==> config.mk <==
export PLATFORM = sky130hd
export DESIGN_NAME = loc_traffic_gen
export DESIGN_NICKNAME = d
export VERILOG_FILES = /design/src/rtl/loc_tg_pkg.sv /design/src/rtl/loc_tg_lfsr.sv /design/src/rtl/loc_tg_addr_next.sv /design/src/rtl/loc_tg_run_counter.sv /design/src/rtl/loc_traffic_gen.sv
export SDC_FILE = /design/constraint.sdc
export NUM_CORES = 1
export LEC_CHECK = 0
export ABC_CLOCK_PERIOD_IN_PS = 7600
export CAP_MARGIN = 20
export CORE_AREA = 3 3 109 153
export DETAILED_ROUTE_END_ITERATION = 6
export DIE_AREA = 0 0 112 156
export DONT_BUFFER_PORTS = 1
export MAX_ROUTING_LAYER = met4
export PLACE_DENSITY_LB_ADDON = 0.2
export SLEW_MARGIN = 20
export SYNTH_ARGS = -nofsm -noshare
export SYNTH_HDL_FRONTEND = slang
export SYNTH_SLANG_ARGS = --single-unit
==> constraint.sdc <==
create_clock -name clk_i -period 7.6 [get_ports clk_i]
set_input_delay 0 -clock clk_i [delete_from_list [all_inputs] [get_ports clk_i]]
set_output_delay 0 -clock clk_i [all_outputs]
set_load 0.005 [all_outputs]
==> src/rtl/loc_tg_pkg.sv <==
`timescale 1ns/1ps
package loc_tg_pkg;

  typedef enum logic [1:0] {ST_INIT, ST_LOAD, ST_WAIT, ST_DONE} tg_state_e;

  typedef struct packed {
    logic       access;
    logic       write;
    logic       jump;
    logic       down;
    logic [1:0] step;
  } tg_ctrl_t;

  localparam int unsigned RND_W = 32;
  // x^32 + x^22 + x^2 + x + 1, Galois right-shift form
  localparam logic [RND_W-1:0] LFSR_TAPS = 32'h8020_0003;

  function automatic logic [RND_W-1:0] lfsr_adv(input logic [RND_W-1:0] s,
                                                input int unsigned n);
    logic [RND_W-1:0] r;
    r = s;
    for (int i = 0; i < int'(n); i++) begin
      r = r[0] ? ((r >> 1) ^ LFSR_TAPS) : (r >> 1);
    end
    return r;
  endfunction

  // fold all bytes so every random bit contributes
  function automatic tg_ctrl_t decode_ctrl(input logic [RND_W-1:0] r);
    logic [7:0] f;
    tg_ctrl_t   c;
    f        = r[7:0] ^ r[15:8] ^ r[23:16] ^ r[31:24];
    c.access = f[0] ^ f[7];
    c.write  = f[1];
    c.jump   = (f[3:2] == 2'b00);
    c.down   = f[4];
    c.step   = f[6:5];
    return c;
  endfunction

endpackage

==> src/rtl/loc_tg_lfsr.sv <==
`timescale 1ns/1ps
module loc_tg_lfsr #(
  parameter logic [31:0] SEED  = 32'h1,
  parameter int unsigned STEPS = 32
) (
  input  logic        clk_i,
  input  logic        rst_ni,
  input  logic        adv_i,
  output logic [31:0] rnd_o
);
  localparam logic [31:0] SEED_NZ = (SEED == 32'h0) ? 32'h1 : SEED;

  logic [31:0] rnd_q;

  always_ff @(posedge clk_i or negedge rst_ni) begin
    if (!rst_ni)    rnd_q <= SEED_NZ;
    else if (adv_i) rnd_q <= loc_tg_pkg::lfsr_adv(rnd_q, STEPS);
  end

  assign rnd_o = rnd_q;
endmodule

==> src/rtl/loc_tg_addr_next.sv <==
`timescale 1ns/1ps
module loc_tg_addr_next #(
  parameter int unsigned AW = 16
) (
  input  logic [AW-1:0]        prev_i,
  input  logic [AW-1:0]        jump_word_i,
  input  loc_tg_pkg::tg_ctrl_t ctrl_i,
  output logic [AW-1:0]        next_o
);
  logic [AW:0] stepped;
  logic [AW:0] step_ext;

  always_comb begin
    step_ext = (AW+1)'(ctrl_i.step);
    stepped  = ctrl_i.down ? ({1'b0, prev_i} - step_ext)
                           : ({1'b0, prev_i} + step_ext);
    // carry or borrow out of the range pins to the top word
    if (ctrl_i.jump)     next_o = jump_word_i;
    else if (stepped[AW]) next_o = '1;
    else                 next_o = stepped[AW-1:0];
  end
endmodule

==> src/rtl/loc_tg_run_counter.sv <==
`timescale 1ns/1ps
module loc_tg_run_counter #(
  parameter int unsigned NUM_ITEMS = 10000
) (
  input  logic clk_i,
  input  logic rst_ni,
  input  logic inc_i,
  output logic last_o
);
  localparam int unsigned CW = (NUM_ITEMS > 2) ? $clog2(NUM_ITEMS) : 1;

  logic [CW-1:0] cnt_q;

  always_ff @(posedge clk_i or negedge rst_ni) begin
    if (!rst_ni)    cnt_q <= '0;
    else if (inc_i) cnt_q <= cnt_q + 1'b1;
  end

  assign last_o = (cnt_q == CW'(NUM_ITEMS - 1));
endmodule

==> src/rtl/loc_traffic_gen.sv <==
`timescale 1ns/1ps
module loc_traffic_gen #(
  parameter int unsigned AW         = 16,
  parameter int unsigned ADDR_W     = 32,
  parameter int unsigned NUM_ITEMS  = 10000,
  parameter int unsigned DRAW_STEPS = 32,
  parameter logic [31:0] SEED_CTRL  = 32'hACE1_2468,
  parameter logic [31:0] SEED_DATA  = 32'h1357_BEEF
) (
  input  logic              clk_i,
  input  logic              rst_ni,
  input  logic              ready_i,
  output logic              req_o,
  output logic              we_o,
  output logic [ADDR_W-1:0] addr_o,
  output logic [31:0]       wdata_o,
  output logic              done_o
);
  import loc_tg_pkg::*;

  localparam int unsigned PAD_W = ADDR_W - AW - 2;

  tg_state_e   state_q;
  logic [AW-1:0] prev_q;
  logic [31:0] rnd [2];
  logic        adv;
  logic        accept;
  logic        last;
  tg_ctrl_t    ctrl;
  logic [AW-1:0] jump_word;
  logic [AW-1:0] next_word;

  logic              it_req;
  logic              it_we;
  logic [ADDR_W-1:0] it_addr;
  logic [31:0]       it_wdata;
  logic [AW-1:0]     it_prev;

  assign accept = (state_q == ST_WAIT) && ready_i;
  assign adv    = (state_q == ST_INIT) || (state_q == ST_LOAD) || accept;

  // source 0: control decisions, source 1: data and jump targets
  for (genvar g = 0; g < 2; g++) begin : g_src
    loc_tg_lfsr #(
      .SEED (g == 0 ? SEED_CTRL : SEED_DATA),
      .STEPS(DRAW_STEPS)
    ) u_lfsr (
      .clk_i (clk_i),
      .rst_ni(rst_ni),
      .adv_i (adv),
      .rnd_o (rnd[g])
    );
  end

  assign ctrl      = decode_ctrl(rnd[0]);
  assign jump_word = rnd[1][31 -: AW];

  loc_tg_addr_next #(.AW(AW)) u_addr (
    .prev_i     (prev_q),
    .jump_word_i(jump_word),
    .ctrl_i     (ctrl),
    .next_o     (next_word)
  );

  loc_tg_run_counter #(.NUM_ITEMS(NUM_ITEMS)) u_cnt (
    .clk_i (clk_i),
    .rst_ni(rst_ni),
    .inc_i (accept),
    .last_o(last)
  );

  always_comb begin
    it_req   = ctrl.access;
    it_we    = ctrl.access && ctrl.write;
    it_addr  = ctrl.access ? {{PAD_W{1'b0}}, next_word, 2'b00} : addr_o;
    it_wdata = it_we ? rnd[1] : 32'h0;
    it_prev  = ctrl.access ? next_word : prev_q;
  end

  always_ff @(posedge clk_i or negedge rst_ni) begin
    if (!rst_ni) begin
      state_q <= ST_INIT;
      prev_q  <= '0;
      req_o   <= 1'b0;
      we_o    <= 1'b0;
      addr_o  <= '0;
      wdata_o <= '0;
      done_o  <= 1'b0;
    end else begin
      case (state_q)
        ST_INIT: begin
          prev_q  <= jump_word;
          state_q <= ST_LOAD;
        end
        ST_LOAD: begin
          req_o   <= it_req;
          we_o    <= it_we;
          addr_o  <= it_addr;
          wdata_o <= it_wdata;
          prev_q  <= it_prev;
          state_q <= ST_WAIT;
        end
        ST_WAIT: begin
          if (ready_i) begin
            if (last) begin
              req_o   <= 1'b0;
              we_o    <= 1'b0;
              wdata_o <= '0;
              done_o  <= 1'b1;
              state_q <= ST_DONE;
            end else begin
              req_o   <= it_req;
              we_o    <= it_we;
              addr_o  <= it_addr;
              wdata_o <= it_wdata;
              prev_q  <= it_prev;
            end
          end
        end
        default: state_q <= ST_DONE;
      endcase
    end
  end
endmodule

Word-level counts from Yosys, hierarchy flattened
Index checks and enable logic that the tools add are counted.
{ "classes": {"addsub": 3, "n_eq_ne": 6, "n_mux": 88, "bitwise_logic": 68, "n_reduce_logical": 13} }
{ "ops": {"columns": ["operator", "count"], "rows": [
  ["32-bit two-way mux", 70],
  ["3-bit NOT with 4-bit output", 64],
  ["32-bit case mux with 2 select lines", 2],
  ["16-bit two-way mux", 5],
  ["16-bit case mux with 3 select lines", 1],
  ["8-bit XOR", 3],
  ["16-bit by 2-bit adder with 17-bit output", 1],
  ["17-bit two-way mux", 1],
  ["16-bit by 2-bit subtractor with 17-bit output", 1],
  ["14-bit by 1-bit adder with 14-bit output, second input constant", 1],
  ["14-bit equality test, second input constant", 1],
  ["3-bit AND reduction", 3],
  ["2-bit != test, second input constant", 3],
  ["2-bit case mux with 3 select lines", 1],
  ["2-bit logical NOT", 2],
  ["1-bit two-way mux", 4],
  ["2-bit two-way mux", 2],
  ["1-bit case mux with 2 select lines", 2],
  ["2-bit AND reduction", 2],
  ["3-bit nonzero test", 1],
  ["2-bit by 1-bit equality test with 1-bit output, second input constant", 1],
  ["2-bit equality test, second input constant", 1],
  ["1-bit logical AND", 2],
  ["1-bit logical OR", 2],
  ["2 further kinds", 2]
]} }
{ "totals": {"reg_bits": 163, "in_bits": 3, "elab_cells": 188} }

Logic depth before layout (Yosys ltp)
{ "depth": {"depth_word": 64, "ltp_mapped": 19} }

Hierarchy
A second synthesis with hierarchy kept.
{ "hier_totals": {"hier_cells": 914, "area_unflattened_um2": 10273.6} }
{ "by_module_without_submodules": {"columns": ["mod", "instances", "cells_per_inst", "area_per_inst_um2", "seq_area_each_um2"], "rows": [
  ["loc_traffic_gen", 1, 273, 3250.6, 1726.7],
  ["loc_tg_lfsr (g_src[1].u_lfsr)", 1, 213, 2593.7, 827.0],
  ["loc_tg_lfsr (g_src[0].u_lfsr)", 1, 213, 2583.7, 817.0],
  ["loc_tg_addr_next", 1, 160, 1211.2, 0.0],
  ["loc_tg_run_counter", 1, 55, 634.4, 350.3]
]} }

Least setup slack after synthesis
OpenSTA, ideal clock, no wires.
{ "synth_timing": {"path_kind": "register -> register", "start": "register g_src[0].u_lfsr.rnd_q[13]", "end": "register prev_q[15]", "setup_time_ns": 0.082, "arrival_time_ns": 4.506, "required_ns": 7.518, "path_slack_ns": 3.012, "stages_incl_launch_ff": 20, "n_path_buf": 1, "synth_period_minus_slack_ns": 4.588, "cell_sequence": "dfstp_2 -> clkbuf_1 -> xnor2_1 -> xnor2_1 -> inv_1 -> ha_1 -> nor2_1 -> inv_1 -> ha_1 -> a21o_1 -> a21oi_1 -> o21ai_0 -> a21oi_1 -> o21bai_1 -> a2111oi_0 -> o21a_1 -> mux2i_1 -> a211o_1 -> o211ai_1 -> a31oi_1"} }
{ "synth_between": {"elab_chain_len": 11, "elab_cells_between_ends": 12} }
{ "synth_lines": {"columns": ["item", "line_no", "source"], "rows": [
  ["from (decl)", "loc_tg_lfsr.sv:13", "logic [31:0] rnd_q;"],
  ["from (signal assigned)", "loc_tg_lfsr.sv:17", "else if (adv_i) rnd_q <= loc_tg_pkg::lfsr_adv(rnd_q, STEPS);"],
  ["8-bit XOR (*) (3 in a row)", "loc_tg_pkg.sv:32", "f = r[7:0] ^ r[15:8] ^ r[23:16] ^ r[31:24];"],
  ["16-bit by 2-bit adder with 17-bit output / 16-bit by 2-bit subtractor with 17-bit output (equally long branches)", "loc_tg_addr_next.sv:16, loc_tg_addr_next.sv:15", null],
  ["17-bit two-way mux (*)", "loc_tg_addr_next.sv:15", "stepped = ctrl_i.down ? ({1'b0, prev_i} - step_ext)"],
  ["16-bit two-way mux (*)", "loc_tg_addr_next.sv:19", "else if (stepped[AW]) next_o = '1;"],
  ["16-bit two-way mux (*)", "loc_tg_addr_next.sv:18", "if (ctrl_i.jump) next_o = jump_word_i;"],
  ["16-bit two-way mux (*)", "loc_traffic_gen.sv:77", "it_prev = ctrl.access ? next_word : prev_q;"],
  ["16-bit two-way mux", "loc_traffic_gen.sv:105", "if (last) begin"],
  ["16-bit two-way mux", "loc_traffic_gen.sv:104", "if (ready_i) begin"],
  ["16-bit case mux with 3 select lines (*)", "loc_traffic_gen.sv:90", "case (state_q)"],
  ["to (signal assigned)", "loc_traffic_gen.sv:92", "prev_q <= jump_word;"],
  ["to (signal assigned)", "loc_traffic_gen.sv:100", "prev_q <= it_prev;"],
  ["to (signal assigned)", "loc_traffic_gen.sv:116", "prev_q <= it_prev;"],
  ["to (decl)", "loc_traffic_gen.sv:24", "logic [AW-1:0] prev_q;"]
]} }
Every way passes the cells marked *; elsewhere a longest branch is shown, timed or not. The select of a mux whose other input is x is not followed.
A chain may end at the register's enable or synchronous reset.

Worst setup path in the final report
{ "layout_timing": {"start": "register g_src[0].u_lfsr.rnd_q[29]", "end": "register prev_q[15]"} }
{ "layout_between": {"elab_chain_len": 9, "elab_cells_between_ends": 10} }
{ "layout_lines": {"columns": ["item", "line_no"], "rows": [
  ["8-bit XOR (*)", "loc_tg_pkg.sv:32"],
  ["16-bit by 2-bit adder with 17-bit output / 16-bit by 2-bit subtractor with 17-bit output (equally long branches)", "loc_tg_addr_next.sv:16, loc_tg_addr_next.sv:15"],
  ["17-bit two-way mux (*)", "loc_tg_addr_next.sv:15"],
  ["16-bit two-way mux (*)", "loc_tg_addr_next.sv:19"],
  ["16-bit two-way mux (*)", "loc_tg_addr_next.sv:18"],
  ["16-bit two-way mux (*)", "loc_traffic_gen.sv:77"],
  ["16-bit two-way mux", "loc_traffic_gen.sv:105"],
  ["16-bit two-way mux", "loc_traffic_gen.sv:104"],
  ["16-bit case mux with 3 select lines (*)", "loc_traffic_gen.sv:90"]
]} }
Marked as above.

==> impl_metrics.csv <==
group,metric,value,unit
floorplanning,dieArea,17470,um2
critical_path,crit_buf_inv,2,
placement,port_buffers,0,
sta,slew_violations,0,
clocking,clkSinkCount,147,
layout,nFillCells,1229,
logic_synthesis,ys_types,58,
layout,finalNonFillerCells,1086,
clocking,cts_made_buffers,17,
routing,avgRoutedWirePerCell,18.81,um
floorplanning,die_w,112,um
clocking,cts_tree,"built",
floorplanning,core,15470,um2
clocking,clock_path_buffers,2,
routing,firstDrtPassIters,7,
sta,fmax,186.5,MHz
min_path,hold_path.class,"input pin to flip-flop",
pwr,finalPower,2.417,mW
logic_synthesis,synth-seq-cells,147,
critical_path,cp_cell_sequence,"xor2_1, xnor2_1, inv_1, ha_1, nor2_1, inv_1, ha_1, a21o_1, a21oi_1, o21ai_0, a21oi_1, o21bai_1, a2111oi_0, o21a_1, mux2i_1, a211o_1, o211ai_1, a31oi_1",
placement,place_congestion,0.9100,
job,drv_cap,0,
pwr,power_density,244.2,nW/um2
status,status,"finished, final reports clean",
critical_path,arrival,5.71,ns
grt,grt_pass1_vias,6371,
floorplanning,num_rows,54,
logic_synthesis,syn_area_per_cell,10.23,um2
routing,vias_per_cell,5.651,
critical_path,worstSetupEndpointType,"flip-flop",
critical_path,path_max_fanout,15,
sta,setup_violations,0,
logic_synthesis,synth_edf_count,0,
clocking,ctsHtreeMaxLevel,4,
floorplanning,start_util,0.5973,
grt,grt_overflow_total,0,
logic_synthesis,ys.flop_type,"dfrtp_1",
floorplanning,die_y,156,um
layout,antenna_cells,0,
routing,drtAntennaViolNets,0,
logic_synthesis,yosys_warnings,0,
clocking,cts-root-buf,"clkbuf_16",
layout,layout-drive-gt1-share,0.1146,
critical_path,required,7.95,ns
sta,relSlewSlack,0.3482,
logic_synthesis,ys_seq_area_frac,0.4027,
sta,hold_viol,0,
critical_path,startpoint_type,"flip-flop",
sta,tightestPinTransition,0.9752,ns
routing,first_iter_violations,432,
pwr,power.leakage,4.315,nW
sta,fin_worst_skew,0.008531,ns
pwr,vdd_drop_max,0.1672,mV
placement,dp.cells,1050,
layout,area_delta_synth_final,7.081,%
grt,grt_max_degree,148,
critical_path,cp_top_family,"compound AO/OA/AOI/OAI gates",
sta,finalCritPeriodShare,0.7056,
routing,routed_wl,20430,um
logic_synthesis,async_flop_share,1.000,
critical_path,critPathKind,"flip-flop to flip-flop",
critical_path,max_stage_delay,0.73,ns
routing,vias,6137,
logic_synthesis,synthesis.instances,903,
grt,grt_usage,0.2509,
logic_synthesis,netlist_area,9241,um2
sta,rsz0062_at_grt,"no",
clocking,clkTransAtPathRegs,0.07,ns
clocking,cts_resized,0,
routing,drc_errors,0,
floorplanning,pin_count,70,
grt,grt_pass1_wl,33740,um
sta,layout_min_cycle_time,5.362,ns
layout,nets,905,
grt,antenna_found_initial,0,
clocking,clock_latency,0.43,ns
critical_path,crit_slowest_cell,"a2111oi_0",
sta,tns,0,ns
placement,dpl.hpwl,14610,um
[sequential cells by signal, indices dropped and copies added, names as in the netlist]
signal              flops
addr_o                 16
done_o                  1
g_src.u_lfsr.rnd_o     64
prev_q                 16
req_o                   1
state_q                 2
u_cnt.cnt_q            14
wdata_o                32
we_o                    1
[cell usage after synthesis, types with 2 or more instances]
master / n / area share
o21ai_0: 41 / 0.022
dfrtp_1: 113 / 0.31
nand2b_1: 7 / 0.0047
a22o_1: 34 / 0.032
xnor3_2: 3 / 0.0077
nand3_1: 3 / 0.0016
a21oi_1: 31 / 0.017
xnor2_2: 10 / 0.018
nand2_1: 81 / 0.033
xor2_1: 75 / 0.071
a31oi_1: 8 / 0.0054
o211ai_1: 4 / 0.0032
buf_2: 9 / 0.0049
o221ai_1: 4 / 0.0038
o31ai_1: 4 / 0.0032
dfstp_2: 34 / 0.097
o21a_1: 7 / 0.0057
nand3b_1: 6 / 0.0049
xor2_2: 3 / 0.0053
ha_1: 24 / 0.032
o22ai_1: 5 / 0.0034
xnor2_1: 189 / 0.18
xnor3_1: 3 / 0.0073
a2111oi_0: 3 / 0.0028
nor2_1: 68 / 0.028
o21bai_1: 3 / 0.0024
mux2i_1: 2 / 0.0022
buf_6: 2 / 0.0024
buf_4: 16 / 0.013
inv_1: 17 / 0.0069
buf_1: 6 / 0.0024
a21o_1: 6 / 0.0049
and3_1: 6 / 0.0041
xnor2_4: 4 / 0.012
a221oi_1: 3 / 0.0028
a21boi_0: 2 / 0.0016
or3_1: 4 / 0.0027
mux2_2: 3 / 0.0037
a211oi_1: 2 / 0.0016
nand4_1: 4 / 0.0027
nor3_1: 3 / 0.0016
clkbuf_1: 35 / 0.014
[tightest hold or removal path, cell delays in order]
cell	delay, ns
inv_1	0.05
nor2_1	0.16
xor2_1	0.19
[where the power goes]
| group | total (mW) | switching, mW | internal, mW | leakage, nW |
|---|---|---|---|---|
| Clock | 0.845 | 0.378 | 0.467 | 0.282 |
| Combinational | 0.748 | 0.408 | 0.340 | 2.17 |
| Sequential | 0.824 | 0.0244 | 0.799 | 1.86 |
[worst paths after layout]
check | slack (ns) | from | to | cells after the start
setup / recovery | 2.24 | g_src[0].u_lfsr.rnd_o[29] | prev_q[15] | 18
hold / removal | 0.02 | ready_i | u_cnt.cnt_q[0] | 3
setup reg to reg | 2.24 | g_src[0].u_lfsr.rnd_o[29] | prev_q[15] | 18
hold reg to reg | 0.47 | u_cnt.cnt_q[10] | u_cnt.cnt_q[10] | 1
max in group asynchronous | 6.85 | rst_ni | g_src[1].u_lfsr.rnd_o[14] | 2
min in group asynchronous | 0.21 | rst_ni | u_cnt.cnt_q[12] | 2
[stage by stage]
step / util / hold slack, ns / instance area, um2 / setup WS [ns]
4_1_cts: 0.6387 / 0.01052 / 9882 / 2.235
3_5_place_dp: 0.5978 / -0.2901 / 9249 / 2.261
2_1_floorplan: - / -0.2956 / 9298 / 3.012
5_1_grt: 0.6396 / 0.05868 / 9896 / 1.582
3_3_place_gp: 0.5978 / -0.2900 / 9249 / 2.461
6_report: 0.6396 / 0.01563 / 9896 / 2.238
[placed cells by master, fill, tap and decap left out, types with 7 or more instances in the layout]
| master | instances |
|---|---|
| inv_1 | 17 |
| ha_1 | 24 |
| nand2_1 | 81 |
| dfstp_2 | 34 |
| xnor2_1 | 189 |
| nand2b_1 | 7 |
| a21oi_1 | 30 |
| a22o_1 | 34 |
| a31oi_1 | 8 |
| clkbuf_16 | 17 |
| xor2_1 | 75 |
| o21a_1 | 7 |
| conb_1 | 16 |
| o21ai_0 | 41 |
| nor2_1 | 68 |
| dfrtp_1 | 113 |
| xnor2_2 | 10 |
[kinds of logic after synthesis]
kind of cell,count (synthesis),share of synthesized area
buffers and inverters,86,0.04441
and+or+nand+nor,188,0.08746
adders and majority gates,25,0.03466
DFF,147,0.4027
muxes,5,0.005822
xor gates and xnor gates,290,0.3084
AOI/OAI and AO/OA,161,0.1162
other,1,0.0004058
[layer usage]
layer  global-route usage  part of all wire  vias to the layer above
li1                     -                 -                     2908
met1               0.2991              0.41                     3067
met2               0.4254              0.51                      130
met3              0.04152             0.042                       32
met4               0.1014             0.031                        0
met5                    -                 0                        -
[area by class of cell]
cell class / count / area [um2] / share of cell area
inverter: 17 / 63.81 / 0.006448
clock inverter: 15 / 160.2 / 0.01618
multi-input combinational: 685 / 5184 / 0.5238
timing repair buffer: 9 / 96.34 / 0.009736
clock buffer: 17 / 425.4 / 0.04299
tap: 196 / 245.2 / 0.02478
sequential: 147 / 3721 / 0.3760
[what timing repair did]
action / CTS / global route
hold buffers: 3 / 0
hold endpoints to repair: 149 / 0
buffers inserted: 0 / 0
(Power assumes the default switching activity.)
